[config.mk]
export PLATFORM = sky130hd
export DESIGN_NAME = itree_branch_walker
export DESIGN_NICKNAME = d
export VERILOG_FILES = /design/src/rtl/itw_pkg.sv /design/src/rtl/itw_node_math.sv /design/src/rtl/itw_addr_gen.sv /design/src/rtl/itree_branch_walker.sv
export SDC_FILE = /design/constraint.sdc
export NUM_CORES = 1
export LEC_CHECK = 0
export ABC_AREA = 1
export BUFFER_PORTS_ARGS = -buffer_cell sky130_fd_sc_hd__buf_2
export CAP_MARGIN = 40
export CORE_MARGIN = 1
export CORE_UTILIZATION = 44
export DETAILED_ROUTE_END_ITERATION = 8
export HOLD_SLACK_MARGIN = 0.1
export PLACE_DENSITY = 0.76
export SYNTH_ARGS = -nofsm -noshare
export SYNTH_HDL_FRONTEND = slang
export SYNTH_SLANG_ARGS = --single-unit
[constraint.sdc]
create_clock -name clk -period 1.62 [get_ports clk]
set_input_delay 0.081 -clock clk [delete_from_list [all_inputs] [get_ports clk]]
set_output_delay 0.081 -clock clk [all_outputs]
set_load 0.05 [all_outputs]
[src/rtl/itw_pkg.sv]
package itw_pkg;

   typedef enum logic [2:0] {
      WS_IDLE,
      WS_SIB,
      WS_LOOK,
      WS_PAR,
      WS_DONE
   } walk_state_e;

   function automatic bit is_pow2(input int unsigned v);
      return (v != 0) && ((v & (v - 1)) == 0);
   endfunction

endpackage

[src/rtl/itw_node_math.sv]
module itw_node_math #(
   parameter int unsigned ARITY = 4,
   parameter int unsigned POS_W = 8,
   localparam int unsigned LG_A = $clog2(ARITY)
) (
   input  logic [POS_W-1:0] pos,
   output logic [POS_W-1:0] parent,
   output logic [POS_W-1:0] grp_base,
   output logic [LG_A-1:0]  self_slot
);
   logic [POS_W-1:0] pm1;

   always_comb begin
      pm1       = pos - POS_W'(1);
      parent    = pm1 >> LG_A;
      grp_base  = (parent << LG_A) + POS_W'(1);
      self_slot = pm1[LG_A-1:0];
   end
endmodule

[src/rtl/itw_addr_gen.sv]
module itw_addr_gen import itw_pkg::*; #(
   parameter int unsigned    POS_W      = 8,
   parameter int unsigned    ADDR_W     = 32,
   parameter int unsigned    NODE_BYTES = 64,
   parameter logic [ADDR_W-1:0] BASE_ADDR = '0
) (
   input  logic [POS_W-1:0]  pos,
   output logic [ADDR_W-1:0] addr
);
   generate
      if (is_pow2(NODE_BYTES)) begin : g_shift
         localparam int unsigned SH = $clog2(NODE_BYTES);
         assign addr = BASE_ADDR + (ADDR_W'(pos) << SH);
      end else begin : g_mult
         assign addr = BASE_ADDR + ADDR_W'(pos) * ADDR_W'(NODE_BYTES);
      end
   endgenerate
endmodule

[src/rtl/itree_branch_walker.sv]
module itree_branch_walker import itw_pkg::*; #(
   parameter int unsigned       ARITY      = 4,
   parameter int unsigned       DEPTH      = 3,
   parameter int unsigned       ADDR_W     = 32,
   parameter int unsigned       NODE_BYTES = 64,
   parameter logic [ADDR_W-1:0] BASE_ADDR  = 32'h1000_0000,
   localparam int unsigned LG_A       = $clog2(ARITY),
   localparam int unsigned LEAF_W     = LG_A * DEPTH,
   localparam int unsigned POS_W      = LG_A * DEPTH + 2,
   localparam int unsigned LVL_W      = $clog2(DEPTH + 1),
   localparam int unsigned FIRST_LEAF = ((1 << (LG_A * DEPTH)) - 1) / (ARITY - 1)
) (
   input  logic              clk,
   input  logic              rst_n,
   input  logic              start,
   input  logic [LEAF_W-1:0] leaf_idx,
   output logic              busy,
   output logic              req_valid,
   input  logic              req_ready,
   output logic [ADDR_W-1:0] req_addr,
   output logic [LVL_W-1:0]  req_level,
   output logic              look_valid,
   output logic [POS_W-1:0]  look_pos,
   input  logic              look_hit,
   output logic              done,
   output logic              done_by_cache
);

   // elaboration-time parameter checks
   generate
      if (!is_pow2(ARITY) || ARITY < 2) begin : g_bad_arity
         $error("ARITY must be a power of two and at least 2");
      end
      if (DEPTH < 1) begin : g_bad_depth
         $error("DEPTH must be at least 1");
      end
      if (POS_W > 30) begin : g_bad_size
         $error("tree too large for position arithmetic");
      end
   endgenerate

   walk_state_e      st;
   logic [POS_W-1:0] cur_pos;
   logic [LVL_W-1:0] cur_lvl;
   logic [LG_A-1:0]  slot;
   logic             hit_q;

   logic [POS_W-1:0] par_pos;
   logic [POS_W-1:0] grp_pos;
   logic [LG_A-1:0]  self_slot;
   logic [POS_W-1:0] sib_pos;
   logic [POS_W-1:0] req_pos;
   logic             sib_emit;
   logic             sib_step;
   logic             at_root;

   itw_node_math #(.ARITY(ARITY), .POS_W(POS_W)) u_math (
      .pos       (cur_pos),
      .parent    (par_pos),
      .grp_base  (grp_pos),
      .self_slot (self_slot)
   );

   itw_addr_gen #(
      .POS_W      (POS_W),
      .ADDR_W     (ADDR_W),
      .NODE_BYTES (NODE_BYTES),
      .BASE_ADDR  (BASE_ADDR)
   ) u_addr (
      .pos  (req_pos),
      .addr (req_addr)
   );

   always_comb begin
      sib_pos       = grp_pos + POS_W'(slot);
      sib_emit      = (st == WS_SIB) && (slot != self_slot);
      sib_step      = (st == WS_SIB) && (!sib_emit || req_ready);
      at_root       = (par_pos == '0);
      req_valid     = sib_emit || (st == WS_PAR);
      req_pos       = (st == WS_PAR) ? par_pos : sib_pos;
      req_level     = (st == WS_PAR) ? (cur_lvl - LVL_W'(1)) : cur_lvl;
      look_valid    = (st == WS_LOOK) && !at_root;
      look_pos      = par_pos;
      busy          = (st != WS_IDLE);
      done          = (st == WS_DONE);
      done_by_cache = (st == WS_DONE) && hit_q;
   end

   always_ff @(posedge clk) begin
      if (!rst_n) begin
         st      <= WS_IDLE;
         cur_pos <= '0;
         cur_lvl <= '0;
         slot    <= '0;
         hit_q   <= 1'b0;
      end else begin
         case (st)
            WS_IDLE: begin
               if (start) begin
                  cur_pos <= POS_W'(FIRST_LEAF) + POS_W'(leaf_idx);
                  cur_lvl <= LVL_W'(DEPTH);
                  slot    <= '0;
                  hit_q   <= 1'b0;
                  st      <= WS_SIB;
               end
            end
            WS_SIB: begin
               if (sib_step) begin
                  if (&slot) st <= WS_LOOK;
                  else       slot <= slot + LG_A'(1);
               end
            end
            WS_LOOK: begin
               if (at_root) begin
                  hit_q <= 1'b0;
                  st    <= WS_DONE;
               end else if (look_hit) begin
                  hit_q <= 1'b1;
                  st    <= WS_DONE;
               end else begin
                  st <= WS_PAR;
               end
            end
            WS_PAR: begin
               if (req_ready) begin
                  cur_pos <= par_pos;
                  cur_lvl <= cur_lvl - LVL_W'(1);
                  slot    <= '0;
                  st      <= WS_SIB;
               end
            end
            WS_DONE: st <= WS_IDLE;
            default: st <= WS_IDLE;
         endcase
      end
   end
endmodule

==> summary.txt, run 1 <==
Status
  • Status: finished with violations
  • Violated checks: negative setup slack

Layout
  • Most common cell after layout, fill and taps aside: conb_1
  • Fraction of layout cells with a size suffix above 1: approximately 54%
  • Area growth, synth to finish: 66.5%
  • Fillers: 187
  • Most frequent cells in the layout: 26 x conb_1, 25 x buf_4, 24 x buf_6
  • Finished Layout Cells: 340
  • N_diodes: 0
  • Final #Nets: 312

Setup path
  • Reg-to-reg critical path startpoint: cur_pos[0]$_SDFFE_PN0P_
  • Critical path fanouts, max: 3
  • R2R Path End: cur_pos[0]$_SDFFE_PN0P_
  • Max incr delay on CP: approximately 0.33 ns
  • Critical Path End Type: output port
  • Buf/Inv on CP: 3
  • Slowest CP cell: dfxtp_2
  • Crit path kind: flip-flop to output port
  • Worst path cell trace: inv_2 > ha_4 > inv_2 > nor2_4 > nor2_4 > nor3_4 > and2_4 > nand3_2 > nor2_2 > nand2_1 > nand2_2 > nor2_4 > buf_8
  • FF-to-FF setup slack: -0.13 ns
  • Top cell by count, worst path: nor2_4
  • Type of origin of the critical path: flip-flop
  • Worst EP arrival: 2.02 ns
  • CP top delay family: simple AND/OR/NAND/NOR gates
  • FF-to-FF path depth: 14
  • Critical path required time: between 1.5 and 2 ns

Logic synthesis
  • Multiplexer share of the synthesized area: 0%
  • Synth Flop Type: dfxtp_1
  • Syn Inst Count: ~220
  • Largest family of logic cells by synthesized area: simple AND/OR/NAND/NOR gates
  • Adder-cell share of the synthesized area: 3.40%
  • Syn_area_per_cell: around 6.6 um2
  • Simple-gate share of the synthesized area: roughly a third
  • Yosys warns: 0
  • XOR/XNOR share of the synthesized area: approximately 1.2%
  • Fraction of registers with async set/reset: 0%
  • Compound-Gate Fraction of Synth Area: approximately 18%
  • Netlist cell types: 38
  • Cell Area, Synth: between 1000 and 1500 um2
  • Yosys reg bits: 15
  • Post-synth EDFFs: 0
  • Sequential area share after synthesis: approximately a fifth

CTS
  • Max Root-Sink Buffers: 2
  • Clock sink total: 15
  • Reg clk slew, reported paths: approximately 0.11 ns
  • Worst-Skew Late Latency: approximately 0.29 ns
  • Htree depth: 1
  • Root buffer cell: clkbuf_4
  • CTS tree: done
  • Number of buffers created by CTS: 3

Detailed routing
  • Initial DRC count: 75
  • Number of routed nets with antenna violations: 0
  • Routed vias: ~1700
  • Drt total wl: roughly 4800 um
  • DR pass1 iterations: 4
  • Drt drc: 0
  • Avg WL per Cell: between 10 and 15 um
  • Vias per cell: approximately 5

Floorplanning
  • Ports: just under 60
  • Rows: 20
  • Die outline height: about 60 um
  • Die area: about 3600 um2
  • Initial core utilization: roughly 48%
  • Width of the die: 59.9 um
  • Core ar.: 3100 um2

Placed design
  • Dpl hpwl: 2770 um
  • GPL Wtd Cong: about 0.89
  • Setup slack at placement: -0.160 ns
  • I/O Buffers: 31
  • Placed Instances: between 300 and 400

Timing
  • Fin. Hold Viols: 0
  • Hold slack: approximately 0.11 ns
  • Post-Route Skew: 0.0112 ns
  • Unrepaired setup endpoints after global routing: yes
  • Final slew viol count: 0
  • Setup Viol. Count Final: 18
  • Max Freq: 477 MHz
  • Final min period: 2.10 ns
  • Final WS setup: -0.478 ns
  • Fin crit share: 130%

Worst hold path
  • WHS Endpoint: st[2]$_SDFFE_PN0P_
  • Worst hold stages: 5
  • Hold_sp: look_hit
  • Class of the worst hold path: primary input to flip-flop

Global routing
  • Overflow after GRT: 0
  • Vias in the first global route: about 1500
  • Gr usage total: 24.6%
  • Largest net degree at the start of global routing: 13
  • Global-route wire length before repair: roughly 6600 um
  • Initial antenna violation count: 0

Job
  • Max-cap viol count: 0
timing repair:
item	4_1_cts	5_1_grt
endpoints found under the setup margin	17	27
pin swaps	24	11
hold buffers	1	0
gates resized for setup	61	45
buffers inserted	13	13
gates cloned	1	1
hold endpoints to repair	1	0
layer usage:
layer,global-route usage (%),vias up,wire length [um]
met1,31.7,800,1880
met5,0,-,0
met2,43.0,66,2550
li1,-,824,-
met3,1.30,14,204
met4,9.30,0,144
cells in the mapped netlist, types with 5 or more instances:
cell / n / area share, %
dfxtp_1: 15 / 20
nand2_1: 40 / 10
nand2_2: 7 / 3.0
o21ai_0: 13 / 4.4
nand3_1: 5 / 1.7
a31oi_1: 6 / 2.5
nor2_1: 19 / 4.8
nor2_2: 5 / 2.1
a21oi_1: 13 / 4.4
inv_1: 23 / 5.9
buf_4: 26 / 13
inv_2: 6 / 1.5
layout make-up:
type,instances,area (um2),share of cell area (%)
multi-input combinational,173,1230,50.1
inverter,31,136,5.56
tap,44,55.1,2.24
clock buffer,4,26.3,1.07
sequential,15,310,12.6
timing repair buffer,73,696,28.4
cells by family after synthesis:
group,count (synthesis)
xor gates and xnor gates,2
other,2
and+or+nand+nor,95
AOI/OAI and AO/OA,45
buffers and inverters,60
DFF,15
adders and majority gates,4
metrics by stage:
step	utilization (%)	setup TNS, ns	cell area [um2]
floorplan	-	-0.861	1730
global placement	60.5	-0.337	1880
detailed placement	60.5	-0.537	1880
CTS	71.8	-3.39	2230
global route	79.1	-6.44	2450
finish	79.1	-4.32	2450
how the worst max path moves through the flow:
| stage | start | endpoint | slack, ns | cells after the start |
|---|---|---|---|---|
| after floorplan | cur_pos[0]$_SDFFE_PN0P_ | req_addr[13] | -0.12 | 12 |
| after global placement | cur_pos[1]$_SDFFE_PN0P_ | req_addr[13] | -0.11 | 12 |
| after detailed placement | cur_pos[1]$_SDFFE_PN0P_ | req_addr[13] | -0.16 | 12 |
| after CTS | cur_pos[1]$_SDFFE_PN0P_ | req_addr[13] | -0.40 | 13 |
| after global routing | cur_pos[1]$_SDFFE_PN0P_ | req_addr[13] | -0.58 | 13 |
| final | cur_pos[1]$_SDFFE_PN0P_ | req_addr[13] | -0.48 | 13 |
state kept, by name, indices dropped and copies added, names as in the netlist:
name,flops
cur_lvl,2
cur_pos,7
hit_q,1
slot,2
st,3
worst register-to-register path, delay by kind of cell (launching register included):
family | cells | cell delay (ns)
AO/OA/AOI/OAI | 3 | 0.22
adder cells (fa/ha/maj) | 1 | 0.16
buffers and inverters | 7 | 0.66
AND/OR/NAND/NOR | 3 | 0.25
flip-flops | 1 | 0.36
Power of run 1 is not shown: default switching activity piles up to over one toggle a cycle in this logic, so the estimate is an artifact.
==> inputs of run 2 (changes only) <==
--- a/config.mk
+++ b/config.mk
@@ -8,11 +8,11 @@
 export ABC_AREA = 1
 export BUFFER_PORTS_ARGS = -buffer_cell sky130_fd_sc_hd__buf_2
 export CAP_MARGIN = 40
-export CORE_MARGIN = 1
-export CORE_UTILIZATION = 44
+export CORE_MARGIN = 5
+export CORE_UTILIZATION = 49
 export DETAILED_ROUTE_END_ITERATION = 8
 export HOLD_SLACK_MARGIN = 0.1
-export PLACE_DENSITY = 0.76
+export PLACE_DENSITY = 0.8
 export SYNTH_ARGS = -nofsm -noshare
 export SYNTH_HDL_FRONTEND = slang
 export SYNTH_SLANG_ARGS = --single-unit
==> constraint.sdc (replaced) <==
create_clock -name clk -period 2.4 [get_ports clk]
set_input_delay 0.12 -clock clk [delete_from_list [all_inputs] [get_ports clk]]
set_output_delay 0.12 -clock clk [all_outputs]
set_load 0.05 [all_outputs]
==> summary.txt, run 2 (same netlist as run 1, synthesis figures left out) <==
Status
  • Status: finished, final reports clean

CTS
  • Reg clk slew, reported paths: 0.10 ns
  • Root buffer cell: clkbuf_4
  • CTS hold repair buffers: 0
  • Max Root-Sink Buffers: 2
  • Worst-Skew Late Latency: 0.29 ns
  • CTS tree: done
  • # resized after CTS: 0
  • Number of buffers created by CTS: 3
  • Htree depth: 1
  • Clock sink total: 15
  • Postcts setup bufs: 0

Layout
  • Max reg flops: 7
  • Most common cell after layout, fill and taps aside: nand2_1
  • Most frequent cells in the layout: 40 x nand2_1, 30 x buf_2, 26 x conb_1
  • N_diodes: 0
  • Top flop regs: cur_pos (7), st (3)
  • Largest reg by FF count: cur_pos
  • Area growth, synth to finish: 8.15%
  • Fraction of layout cells with a size suffix above 1: around 28%
  • Final Cell Area: roughly 1600 um2
  • Fillers: approximately 320
  • Final #Nets: about 270
  • Multi-input gate area: 947 um2
  • Reg area: approximately 300 um2

Setup path
  • Max incr delay on CP: roughly 0.37 ns
  • Type of origin of the critical path: flip-flop
  • Worst EP arrival: 2.08 ns
  • Slowest CP cell: dfxtp_1
  • Crit path kind: flip-flop to output port
  • Top cell by count, worst path: nor2_2
  • Worst path cell trace: inv_2 > ha_1 > inv_1 > nor2_4 > nor2_2 > nor3_2 > and2_2 > nand3_2 > nor2_2 > nand2_1 > nand2_1 > nor2_2 > buf_4
  • Critical Path End Type: output port
  • Critical path required time: about 2.3 ns
  • Critical path fanouts, max: 6

Global routing
  • Largest net degree at the start of global routing: 20
  • Gr usage total: around 16%
  • Initial antenna violation count: 0
  • Vias in the first global route: around 1300
  • Overflow after GRT: 0
  • Global-route wire length before repair: between 5000 and 6000 um

Floorplanning
  • Core ar.: 2980 um2
  • Initial core utilization: roughly 49%
  • Die outline height: 64.8 um
  • Ports: 58
  • Die area: about 4200 um2
  • Width of the die: roughly 65 um
  • Rows: 20

Timing
  • Setup Viol. Count Final: 0
  • Fin. Hold Viols: 0
  • Final slew viol count: 0
  • Final min period: approximately 2.2 ns
  • Unrepaired setup endpoints after global routing: no
  • Fin crit share: between 90 and 100%
  • Max Freq: around 450 MHz
  • Setup_tns: 0 ns
  • Post-Route Skew: 0.00359 ns

Detailed routing
  • Initial DRC count: 47
  • Drt drc: 0
  • Routed vias: ~1500
  • Avg WL per Cell: 11.7 um
  • DR pass1 iterations: 4
  • Drt total wl: 3340 um
  • Number of routed nets with antenna violations: 0
  • Vias per cell: just over 5

Placed design
  • DP Area: 1560 um2
  • I/O Buffers: 31
  • GPL Wtd Cong: 0.843
  • Dpl hpwl: 2640 um

Job
  • Max-cap viol count: 0

Worst hold path
  • Class of the worst hold path: primary input to flip-flop
[run 2: changes by cell type in the layout (fill, tap and decap cells not counted), moves of 9 or more]
cell and delta:
buf_4 -24, buf_6 -24, nand2_1 +19, buf_2 +16, nand2_4 -12, nor2_4 -9
[run 2: cell type report]
class                      instances  share of cell area, %
multi-input combinational        172                   59.4
inverter                          31                   7.61
timing repair buffer              31                   9.89
tap                               33                   2.59
sequential                        15                   18.8
clock buffer                       4                   1.65
[run 2: metal layers]
layer / vias up / wire length [um] / GRT usage (%)
li1: 731 / - / -
met1: 660 / 1410 / 19.5
met2: 57 / 1590 / 26.9
met3: 4 / 291 / 2.25
met4: 0 / 46 / 7.65
met5: - / 0 / 0
[run 2: path summary, 6_finish.rpt]
| path | startpoint | end | slack (ns) | cells past startpoint |
|---|---|---|---|---|
| setup / recovery | cur_pos[0]$_SDFFE_PN0P_ | req_addr[13] | 0.20 | 13 |
| hold / removal | req_ready | st[1]$_SDFFE_PN0P_ | 0.13 | 4 |
| setup reg to reg | cur_pos[0]$_SDFFE_PN0P_ | st[1]$_SDFFE_PN0P_ | 0.62 | 12 |
| hold reg to reg | hit_q$_SDFFE_PN0P_ | hit_q$_SDFFE_PN0P_ | 0.47 | 2 |
[run 2: metrics by stage]
stage               worst slack, ns  std cells  util [%]  hold WS [ns]
global placement              0.465        282      52.4         0.443
global route                 0.0283        286      53.5         0.162
floorplan                     0.108        247         -         0.302
detailed placement            0.391        282      52.4         0.438
finish                        0.200        286      53.5         0.134
CTS                          0.0665        286      53.3         0.131
[run 2: critical path: cells and delay by family (launching register included)]
| kind | cells | cell delay [ns] |
|---|---|---|
| adders and majority gates | 1 | 0.21 |
| buffers and inverters | 3 | 0.36 |
| DFF | 1 | 0.37 |
| and+or+nand+nor | 9 | 0.85 |
Power of run 2 is left out for the same reason.
